### src/rtl/xbus_pkg.sv
package xbus_pkg;
  localparam int XB_ADDR_W = 8;
  localparam int XB_DATA_W = 16;
  localparam int XB_LANES  = XB_DATA_W / 8;

  typedef enum logic [1:0] {
    XS_IDLE = 2'd0,
    XS_LEAD = 2'd1,
    XS_T1   = 2'd2,
    XS_T2   = 2'd3
  } xs_state_e;

  typedef struct packed {
    logic                 write;
    logic [XB_ADDR_W-1:0] addr;
    logic [XB_LANES-1:0]  be;
    logic [XB_DATA_W-1:0] wdata;
  } xb_req_t;
endpackage

### src/rtl/xbus_gate.sv
module xbus_gate (
  input  logic write,
  input  logic onchip,
  input  logic all_in,
  output logic suppress
);
  // on-chip pins serve the access; writes to input-only ports go nowhere
  always_comb suppress = onchip | (all_in & write);
endmodule

### src/rtl/xbus_seq.sv
module xbus_seq
  import xbus_pkg::*;
(
  input  logic      clk,
  input  logic      rst_n,
  input  logic      go_ext,
  input  logic      go_sup,
  output xs_state_e state,
  output logic      ready,
  output logic      done
);
  xs_state_e st_q, st_d;

  always_comb begin
    st_d = st_q;
    unique case (st_q)
      XS_IDLE: if (go_ext) st_d = XS_LEAD;
      XS_LEAD: st_d = XS_T1;
      XS_T1:   st_d = XS_T2;
      XS_T2:   st_d = XS_IDLE;
      default: st_d = XS_IDLE;
    endcase
  end

  always_ff @(posedge clk) begin
    if (!rst_n) begin
      st_q <= XS_IDLE;
      done <= 1'b0;
    end else begin
      st_q <= st_d;
      done <= (st_q == XS_T2) | go_sup;
    end
  end

  assign state = st_q;
  assign ready = (st_q == XS_IDLE);

  // T1 is always entered from the leading idle clock
  a_r3_lead_before_t1: assert property (@(posedge clk) disable iff (!rst_n)
    (st_q == XS_T1) |-> ($past(st_q) == XS_LEAD));
  // a cycle returns to idle straight after T2
  a_r8_no_burst: assert property (@(posedge clk) disable iff (!rst_n)
    (st_q == XS_T2) |=> (st_q == XS_IDLE));
endmodule

### src/rtl/xbus_pins.sv
module xbus_pins
  import xbus_pkg::*;
#(
  parameter int ADDR_W = XB_ADDR_W,
  parameter int DATA_W = XB_DATA_W,
  localparam int LANES = DATA_W / 8
) (
  input  logic              clk,
  input  logic              rst_n,
  input  logic              load,
  input  logic              go_sup,
  input  logic              write,
  input  logic [ADDR_W-1:0] addr,
  input  logic [LANES-1:0]  be,
  input  logic [DATA_W-1:0] wdata,
  input  xs_state_e         state,
  input  logic [DATA_W-1:0] data_in,
  output logic [DATA_W-1:0] rdata,
  output logic              sel_n,
  output logic [ADDR_W-1:0] xaddr,
  output logic              rd_n,
  output logic [LANES-1:0]  wr_n,
  output logic [DATA_W-1:0] data_out,
  output logic              data_oe
);
  logic              h_write;
  logic [ADDR_W-1:0] h_addr;
  logic [LANES-1:0]  h_be;
  logic [DATA_W-1:0] h_wdata;
  logic              active, strobe;

  always_ff @(posedge clk) begin
    if (!rst_n) begin
      h_write <= 1'b0;
      h_addr  <= '0;
      h_be    <= '0;
      h_wdata <= '0;
      rdata   <= '0;
    end else begin
      if (load) begin
        h_write <= write;
        h_addr  <= addr;
        h_be    <= be;
        h_wdata <= wdata;
      end
      if (go_sup) rdata <= '0;
      else if (state == XS_T2) rdata <= h_write ? '0 : data_in;
    end
  end

  always_comb begin
    active   = (state == XS_T1) | (state == XS_T2);
    strobe   = (state == XS_T2);
    sel_n    = ~active;
    xaddr    = active ? h_addr : '0;
    rd_n     = ~(strobe & ~h_write);
    data_oe  = active & h_write;
    data_out = data_oe ? h_wdata : '0;
  end

  for (genvar i = 0; i < LANES; i++) begin : g_lane
    assign wr_n[i] = ~(strobe & h_write & h_be[i]);
  end

  // read strobe only inside a select window that began a cycle earlier
  a_r4_rd_in_t2: assert property (@(posedge clk) disable iff (!rst_n)
    !rd_n |-> (!sel_n && $past(!sel_n)));
  // data bus driven only while selected
  a_r5_oe_in_sel: assert property (@(posedge clk) disable iff (!rst_n)
    data_oe |-> !sel_n);
  // write strobes never coincide with the read strobe
  a_r5_wr_not_rd: assert property (@(posedge clk) disable iff (!rst_n)
    (wr_n != {LANES{1'b1}}) |-> (rd_n && data_oe));
endmodule

### src/rtl/port_xbus_seq.sv
module port_xbus_seq
  import xbus_pkg::*;
#(
  parameter int ADDR_W = XB_ADDR_W,
  parameter int DATA_W = XB_DATA_W,
  localparam int LANES = DATA_W / 8
) (
  input  logic              clk,
  input  logic              rst_n,
  input  logic              req_valid,
  output logic              req_ready,
  input  logic              req_write,
  input  logic [ADDR_W-1:0] req_addr,
  input  logic [LANES-1:0]  req_be,
  input  logic [DATA_W-1:0] req_wdata,
  input  logic              req_onchip,
  input  logic              req_all_in,
  output logic              rsp_done,
  output logic [DATA_W-1:0] rsp_rdata,
  output logic              xio_sel_n,
  output logic [ADDR_W-1:0] xio_addr,
  output logic              xio_rd_n,
  output logic [LANES-1:0]  xio_wr_n,
  output logic [DATA_W-1:0] xio_data_out,
  output logic              xio_data_oe,
  input  logic [DATA_W-1:0] xio_data_in
);
  logic      accept, suppress, go_ext, go_sup;
  xs_state_e state;

  assign accept = req_valid & req_ready;
  assign go_ext = accept & ~suppress;
  assign go_sup = accept & suppress;

  xbus_gate u_gate (
    .write    (req_write),
    .onchip   (req_onchip),
    .all_in   (req_all_in),
    .suppress (suppress)
  );

  xbus_seq u_seq (
    .clk    (clk),
    .rst_n  (rst_n),
    .go_ext (go_ext),
    .go_sup (go_sup),
    .state  (state),
    .ready  (req_ready),
    .done   (rsp_done)
  );

  xbus_pins #(.ADDR_W(ADDR_W), .DATA_W(DATA_W)) u_pins (
    .clk      (clk),
    .rst_n    (rst_n),
    .load     (go_ext),
    .go_sup   (go_sup),
    .write    (req_write),
    .addr     (req_addr),
    .be       (req_be),
    .wdata    (req_wdata),
    .state    (state),
    .data_in  (xio_data_in),
    .rdata    (rsp_rdata),
    .sel_n    (xio_sel_n),
    .xaddr    (xio_addr),
    .rd_n     (xio_rd_n),
    .wr_n     (xio_wr_n),
    .data_out (xio_data_out),
    .data_oe  (xio_data_oe)
  );

  // a finished-internally request completes next cycle with pins quiet
  a_r6_sup_quiet: assert property (@(posedge clk) disable iff (!rst_n)
    go_sup |=> (xio_sel_n && rsp_done && rsp_rdata == '0));
  // the select window always closes together with the done pulse
  a_r4_done_at_end: assert property (@(posedge clk) disable iff (!rst_n)
    $rose(xio_sel_n) |-> rsp_done);
  // busy while the select window is open
  a_r2_busy_in_cycle: assert property (@(posedge clk) disable iff (!rst_n)
    !xio_sel_n |-> !req_ready);
endmodule

### config.mk
export PLATFORM = sky130hd
export DESIGN_NAME = port_xbus_seq
export DESIGN_NICKNAME = d
export VERILOG_FILES = /design/src/rtl/xbus_pkg.sv /design/src/rtl/xbus_gate.sv /design/src/rtl/xbus_seq.sv /design/src/rtl/xbus_pins.sv /design/src/rtl/port_xbus_seq.sv
export SDC_FILE = /design/constraint.sdc
export NUM_CORES = 1
export LEC_CHECK = 0
export BUFFER_PORTS_ARGS = -buffer_cell sky130_fd_sc_hd__buf_2
export CAP_MARGIN = 15
export CELL_PAD_IN_SITES_DETAIL_PLACEMENT = 2
export CELL_PAD_IN_SITES_GLOBAL_PLACEMENT = 2
export CORE_ASPECT_RATIO = 0.8
export CORE_MARGIN = 2
export CORE_UTILIZATION = 23
export CTS_CLUSTER_SIZE = 30
export DETAILED_ROUTE_END_ITERATION = 7
export HOLD_SLACK_MARGIN = 0.08
export PLACE_DENSITY = 0.78
export SYNTH_ARGS = -nofsm -noshare
export SYNTH_HDL_FRONTEND = slang
export SYNTH_SLANG_ARGS = --single-unit
### constraint.sdc
create_clock -name clk -period 1.7 [get_ports clk]
set_input_delay 0.34 -clock clk [delete_from_list [all_inputs] [get_ports clk]]
set_output_delay 0.34 -clock clk [all_outputs]
set_load 0.005 [all_outputs]
**After elaboration in Yosys (flattened, before gate mapping)**

Cells that the tools add are included.

- Register bits after elaboration: 46
- Bits in latches: 0
- Memory bits (writable): 0
- Memory bits (read-only): 0
- Input bits: 48
- Word-level logic and storage cells: 37
- Memories: 0

- Add/subtract/negate cells: 0
- $mul: 0
- Div/mod/pow operators: 0
- Order comparisons: 0
- Equal/unequal tests: 4
- Shifts and indexed selects: 0
- Muxes and demuxes: 5
- Bitwise gates (word level): 19
- Reductions and logical operators: 2

Operators by type and width:

| kind | count |
|---|---|
| $mux W16 | 2 |
| $and A1 B1 Y1 | 9 |
| $mux W8 | 1 |
| $pmux W2 S4 | 1 |
| $not A1 Y1 | 7 |
| $eq A2 B2 Y1 const B | 2 |
| $or A1 B1 Y1 | 3 |
| $eq A2 B1 Y1 const B | 1 |
| $logic_not A2 Y1 | 1 |
| $mux W2 | 1 |
| $ne A2 B1 Y1 const B | 1 |
| $reduce_or A2 Y1 | 1 |

**Logic depth before layout (Yosys ltp)**

- Depth after elaboration: 6
- Depth in mapped cells: 7

**Hierarchy**

A second synthesis with hierarchy kept.

- Cells, all modules: 214
- Area total of the unflattened synthesis: 2,272.2 µm²

By module, submodules not included:

| module | instances | cells each | area an instance (µm²) | sequential area each (µm²) |
|---|---|---|---|---|
| xbus_pins | 1 | 195 | 2,090.8 | 860.8 |
| xbus_seq | 1 | 16 | 157.7 | 60.1 |
| port_xbus_seq | 1 | 2 | 16.3 | 0.0 |
| xbus_gate | 1 | 1 | 7.5 | 0.0 |

**Worst setup path after synthesis**

No wires, ideal clock.

- Kind: register to output
- Start: reg u_seq.st_q[0] (netlist: u_seq.state[0])
- End: out xio_data_out[10]
- Data arrival time: 1.220 ns
- Setup slack: 0.140 ns
- Cell stages (with the launch flop): 7
- Buffers on the path: 1
- Cell sequence: dfxtp_1 inv_1 ha_1 nor2_4 nor2b_2 buf_2 and2_1

- Cells in the longest elaborated chain, start to end: 4
- Elaborated cells between the ends (all ways): 5
- Classes of those cells: 2 x eq/ne; 1 x mux; 2 x bitwise

Ends and longest elaborated chain:

| what | RTL line | RTL |
|---|---|---|
| start: declaration | xbus_seq.sv:12 | `xs_state_e st_q, st_d;` |
| start signal: assignment | xbus_seq.sv:30 | `st_q <= st_d;` |
| $eq A2 B2 Y1 | xbus_pins.sv:52 | `active = (state == XS_T1) \| (state == XS_T2);` |
| $or A1 B1 Y1 * | xbus_pins.sv:52 |  |
| $and A1 B1 Y1 * | xbus_pins.sv:57 | `data_oe = active & h_write;` |
| named net xio_data_oe | port_xbus_seq.sv:25 | `output logic xio_data_oe,` |
| $mux W16 * | xbus_pins.sv:58 | `data_out = data_oe ? h_wdata : '0;` |
| end: declaration | port_xbus_seq.sv:24 | `output logic [DATA_W-1:0] xio_data_out,` |

Mark *: on every way through the listed nets, which the timed path passes. The rest lies on a longest branch.

**Worst setup path after layout**

- Start: reg u_seq.st_q[0] (netlist: u_seq.state[0])
- End: out xio_data_out[14]

- Cells in the longest elaborated chain, start to end: 4
- Elaborated cells between the ends (all ways): 5
- Classes of those cells: 2 x eq/ne; 1 x mux; 2 x bitwise

Ends and longest elaborated chain:

| what | RTL line |
|---|---|
| $eq A2 B2 Y1 | xbus_pins.sv:52 |
| $or A1 B1 Y1 * | xbus_pins.sv:52 |
| $and A1 B1 Y1 * | xbus_pins.sv:57 |
| $mux W16 * | xbus_pins.sv:58 |

Every way passes the cells marked *; elsewhere a longest branch is shown, timed or not.

==> impl_metrics.py <==
metrics = {
    "global_route": {
        "grt_pass1_vias": 2131,
        "overflow": 0,
        "grtUsageTotal_pct": 13.5,
        "grt_pass1_wl_um": 10900,
        "grt_max_degree": 34,
        "grt_antenna_before_repair": 0,
    },
    "floorplanning": {
        "die_h_um": 91.2,
        "floorplan.initialDensity_pct": 23.9,
        "overall_die_area_um2": 10300,
        "ios": 95,
        "die_w_um": 113,
        "placement_rows": 31,
        "floorplan.core_area_um2": 9150,
    },
    "synth": {
        "synth_top_cell_by_area": "sky130_fd_sc_hd__dfxtp_1",
        "cell_with_the_most_instances_after_synthesis": "sky130_fd_sc_hd__nand2_1",
        "avgSynthCellArea_um2": 9.12,
        "synth-async-reset-ratio_pct": 0,
        "edff_count_synth": 0,
        "syn_inst_count": 240,
        "ys_seq_elements": 46,
        "proportion_of_synthesized_chip_area_in_sequential_cells_pct": 42.1,
        "yosys.cell_types.count": 26,
        "ys_top_cells_by_area": "sky130_fd_sc_hd__dfxtp_1, sky130_fd_sc_hd__mux2i_1, sky130_fd_sc_hd__nand2_1, sky130_fd_sc_hd__nor2b_1, sky130_fd_sc_hd__and2_1",
        "synthesis.nets": 292,
        "dominant_register_cell_in_the_synthesized_netlist": "sky130_fd_sc_hd__dfxtp_1",
        "share_of_the_synthesized_area_in_the_top_cell_type_pct": 42.1,
        "mappedNetlistArea_um2": 2190,
        "yosysWarningCount": 0,
        "synth.cells.most_frequent": "sky130_fd_sc_hd__nand2_1, sky130_fd_sc_hd__dfxtp_1, sky130_fd_sc_hd__mux2i_1",
    },
    "power_and_ir_drop": {
        "power_density_nw_per_um2": 991,
        "p_leak_uw": 0.00141,
        "vdd_ir_drop_max_v": 0.000374,
    },
    "placement": {
        "finalWeightedCongestion": 0.699,
        "place.detailed.hpwl_um": 4980,
        "place.detailed.instances": 445,
        "post_dp_cell_area_um2": 2770,
        "place.port_buffers": 94,
    },
    "drt": {
        "dr.first_iter.drc_count": 66,
        "vias": 1943,
        "detail_route.first_pass.iterations": 6,
        "detail_route.wl_per_cell_um": 15.4,
        "route.antenna.remaining_nets": 0,
        "via_density": 4.26,
        "totalWireLength_um": 7010,
        "detail_route.drc_violations": 4,
    },
    "final_layout": {
        "insertedDiodeCount": 0,
        "fin_nets": 392,
        "layout-area-overhead-vs-synth_pct": 43.8,
        "final_cell_count_no_fill": 456,
        "final_layout_size_suffix_gt1_share_pct": 48.1,
        "final_cell_area_um2": 3150,
    },
    "critical_path": {
        "timing.critical_path.required_ps": 1360,
        "critPathArrivalTime_ps": 1460,
        "critical_path_buf_inv_count": 3,
        "cpMostUsedCell": "sky130_fd_sc_hd__buf_6",
        "crit_chain": "inv_4 > ha_4 > nor2_4 > nor2b_4 > buf_6 > and2_4 > buf_6",
        "critPathKind": "reg2out",
        "start_kind": "register",
        "slowest_delay_ps": 380,
        "worst-path-max-fanout": 5,
        "cpLargestDelayFamily": "flip-flops",
        "worst_setup_path_end_kind": "primary output",
        "critPathSlowestCell": "sky130_fd_sc_hd__dfxtp_4",
    },
    "timing": {
        "worst_clock_skew_ps": 12.9,
        "final_max_slew_viol_count": 0,
        "setup_ws_ps": -98.5,
        "finalSetupViolCount": 24,
        "worst_pin_slew_ps": 478,
        "finalCriticalPeriod_ps": 1800,
        "final-hold-violation-count": 0,
        "relSlewSlack_pct": 67.8,
        "timing.hold.ws_ps": 276,
        "layout_worst_path_cycle_share_pct": 106,
        "grt_setup_unrepaired": "true",
        "f_max_mhz": 556,
    },
    "status": {
        "violations": "DRC, setup timing",
        "result_of_the_run": "finished with violations",
    },
    "clocking": {
        "hold_buffers": 0,
        "cts.sink_count": 46,
        "max-clock-path-buffers": 2,
        "cts-buffers-inserted": 5,
        "cts-htree-levels": 2,
        "worst_skew_pair.late_latency_ps": 300,
        "cts_tree": "yes",
        "cts.reportedPaths.clkPinSlew_ps": 60,
        "cts.root.buffer_cell": "sky130_fd_sc_hd__clkbuf_16",
    },
    "min_path": {
        "worst_hold_path_type": "in2reg",
    },
    "flow_run": {
        "cap_violations": 0,
    },
}
==> metrics by stage <==
step                total power, µW  utilization [%]  worst slack (ps)  TNS, ps
floorplan                      1760                -               140        0
global placement               1970             30.2               128        0
detailed placement             2010             30.2              62.9        0
CTS                            3090             33.4              -106    -1590
global route                   3310             34.4              -152    -2960
finish                         3120             34.4             -98.5    -1600
==> placed cells by master (no fill, tap or decap), drive strengths merged <==
master    instances
o21ai             2
nor2             18
a21oi            17
clkinv            2
clkbuf            5
buf             109
clkinvlp          1
dfxtp            46
and3              1
mux2i            29
ha                4
nor2b            21
and2             16
a21boi            1
nand3             2
and2b             5
nand2            58
o21a              1
inv               3
==> worst min-delay path, cell delays in order <==
cell and delay (ps):
sky130_fd_sc_hd__buf_2 90, sky130_fd_sc_hd__a21oi_2 50, sky130_fd_sc_hd__nor2_2 60
==> kinds of logic after synthesis <==
kind of cell,share of synthesized area (%)
buffers and inverters,7.49
AOI/OAI and AO/OA,6.75
adders and majority gates,2.29
DFF,42.1
and+or+nand+nor,28.1
muxes,13.3
==> layout make-up <==
cell class	instances	area, µm²
clock buffer	5	125
clock inverter	3	21.3
fill	1047	6010
inverter	3	13.8
multi-input combinational	175	1190
sequential	46	930
tap	115	144
timing repair buffer	109	723
==> power by group <==
part	switching [µW]	internal (µW)
clock network	444	545
logic	440	413
registers	84.0	1190
==> metal layers <==
metal | routed length [µm] | up-vias | GRT usage, % | share of wire [%]
li1 | - | 962 | - | -
met1 | 2770 | 926 | 14.8 | 40
met2 | 3690 | 49 | 24.3 | 53
met3 | 441 | 6 | 4.74 | 6.3
met4 | 108 | 0 | 4.47 | 1.5
met5 | 0 | - | 0 | 0
==> path summary, 6_finish.rpt <==
path | start | end | depth (start not counted) | slack [ps]
worst max-delay path | u_seq.state[0] | xio_data_out[14] | 7 | -100
worst min-delay path | xio_data_in[5] | u_pins.rdata[5] | 3 | 280
worst max register to register | u_seq.state[0] | u_pins.h_be[0] | 7 | 100
worst min register to register | u_pins.h_addr[4] | u_pins.h_addr[4] | 2 | 460
==> repair_timing <==
action,4_1_cts,5_1_grt
resized for setup,32,19
cloned,1,0
pin swaps,4,13
setup buffers,1,1
endpoints found under the setup margin,29,27
==> state kept, by name, summed over array words and instances (netlist names) <==
register,flops
u_pins.h_write,1
u_pins.h_wdata,16
u_pins.h_be,2
u_pins.h_addr,8
u_seq.state,2
u_pins.rdata,16
u_seq.done,1
No activity file was read; power rests on OpenSTA's default activity.
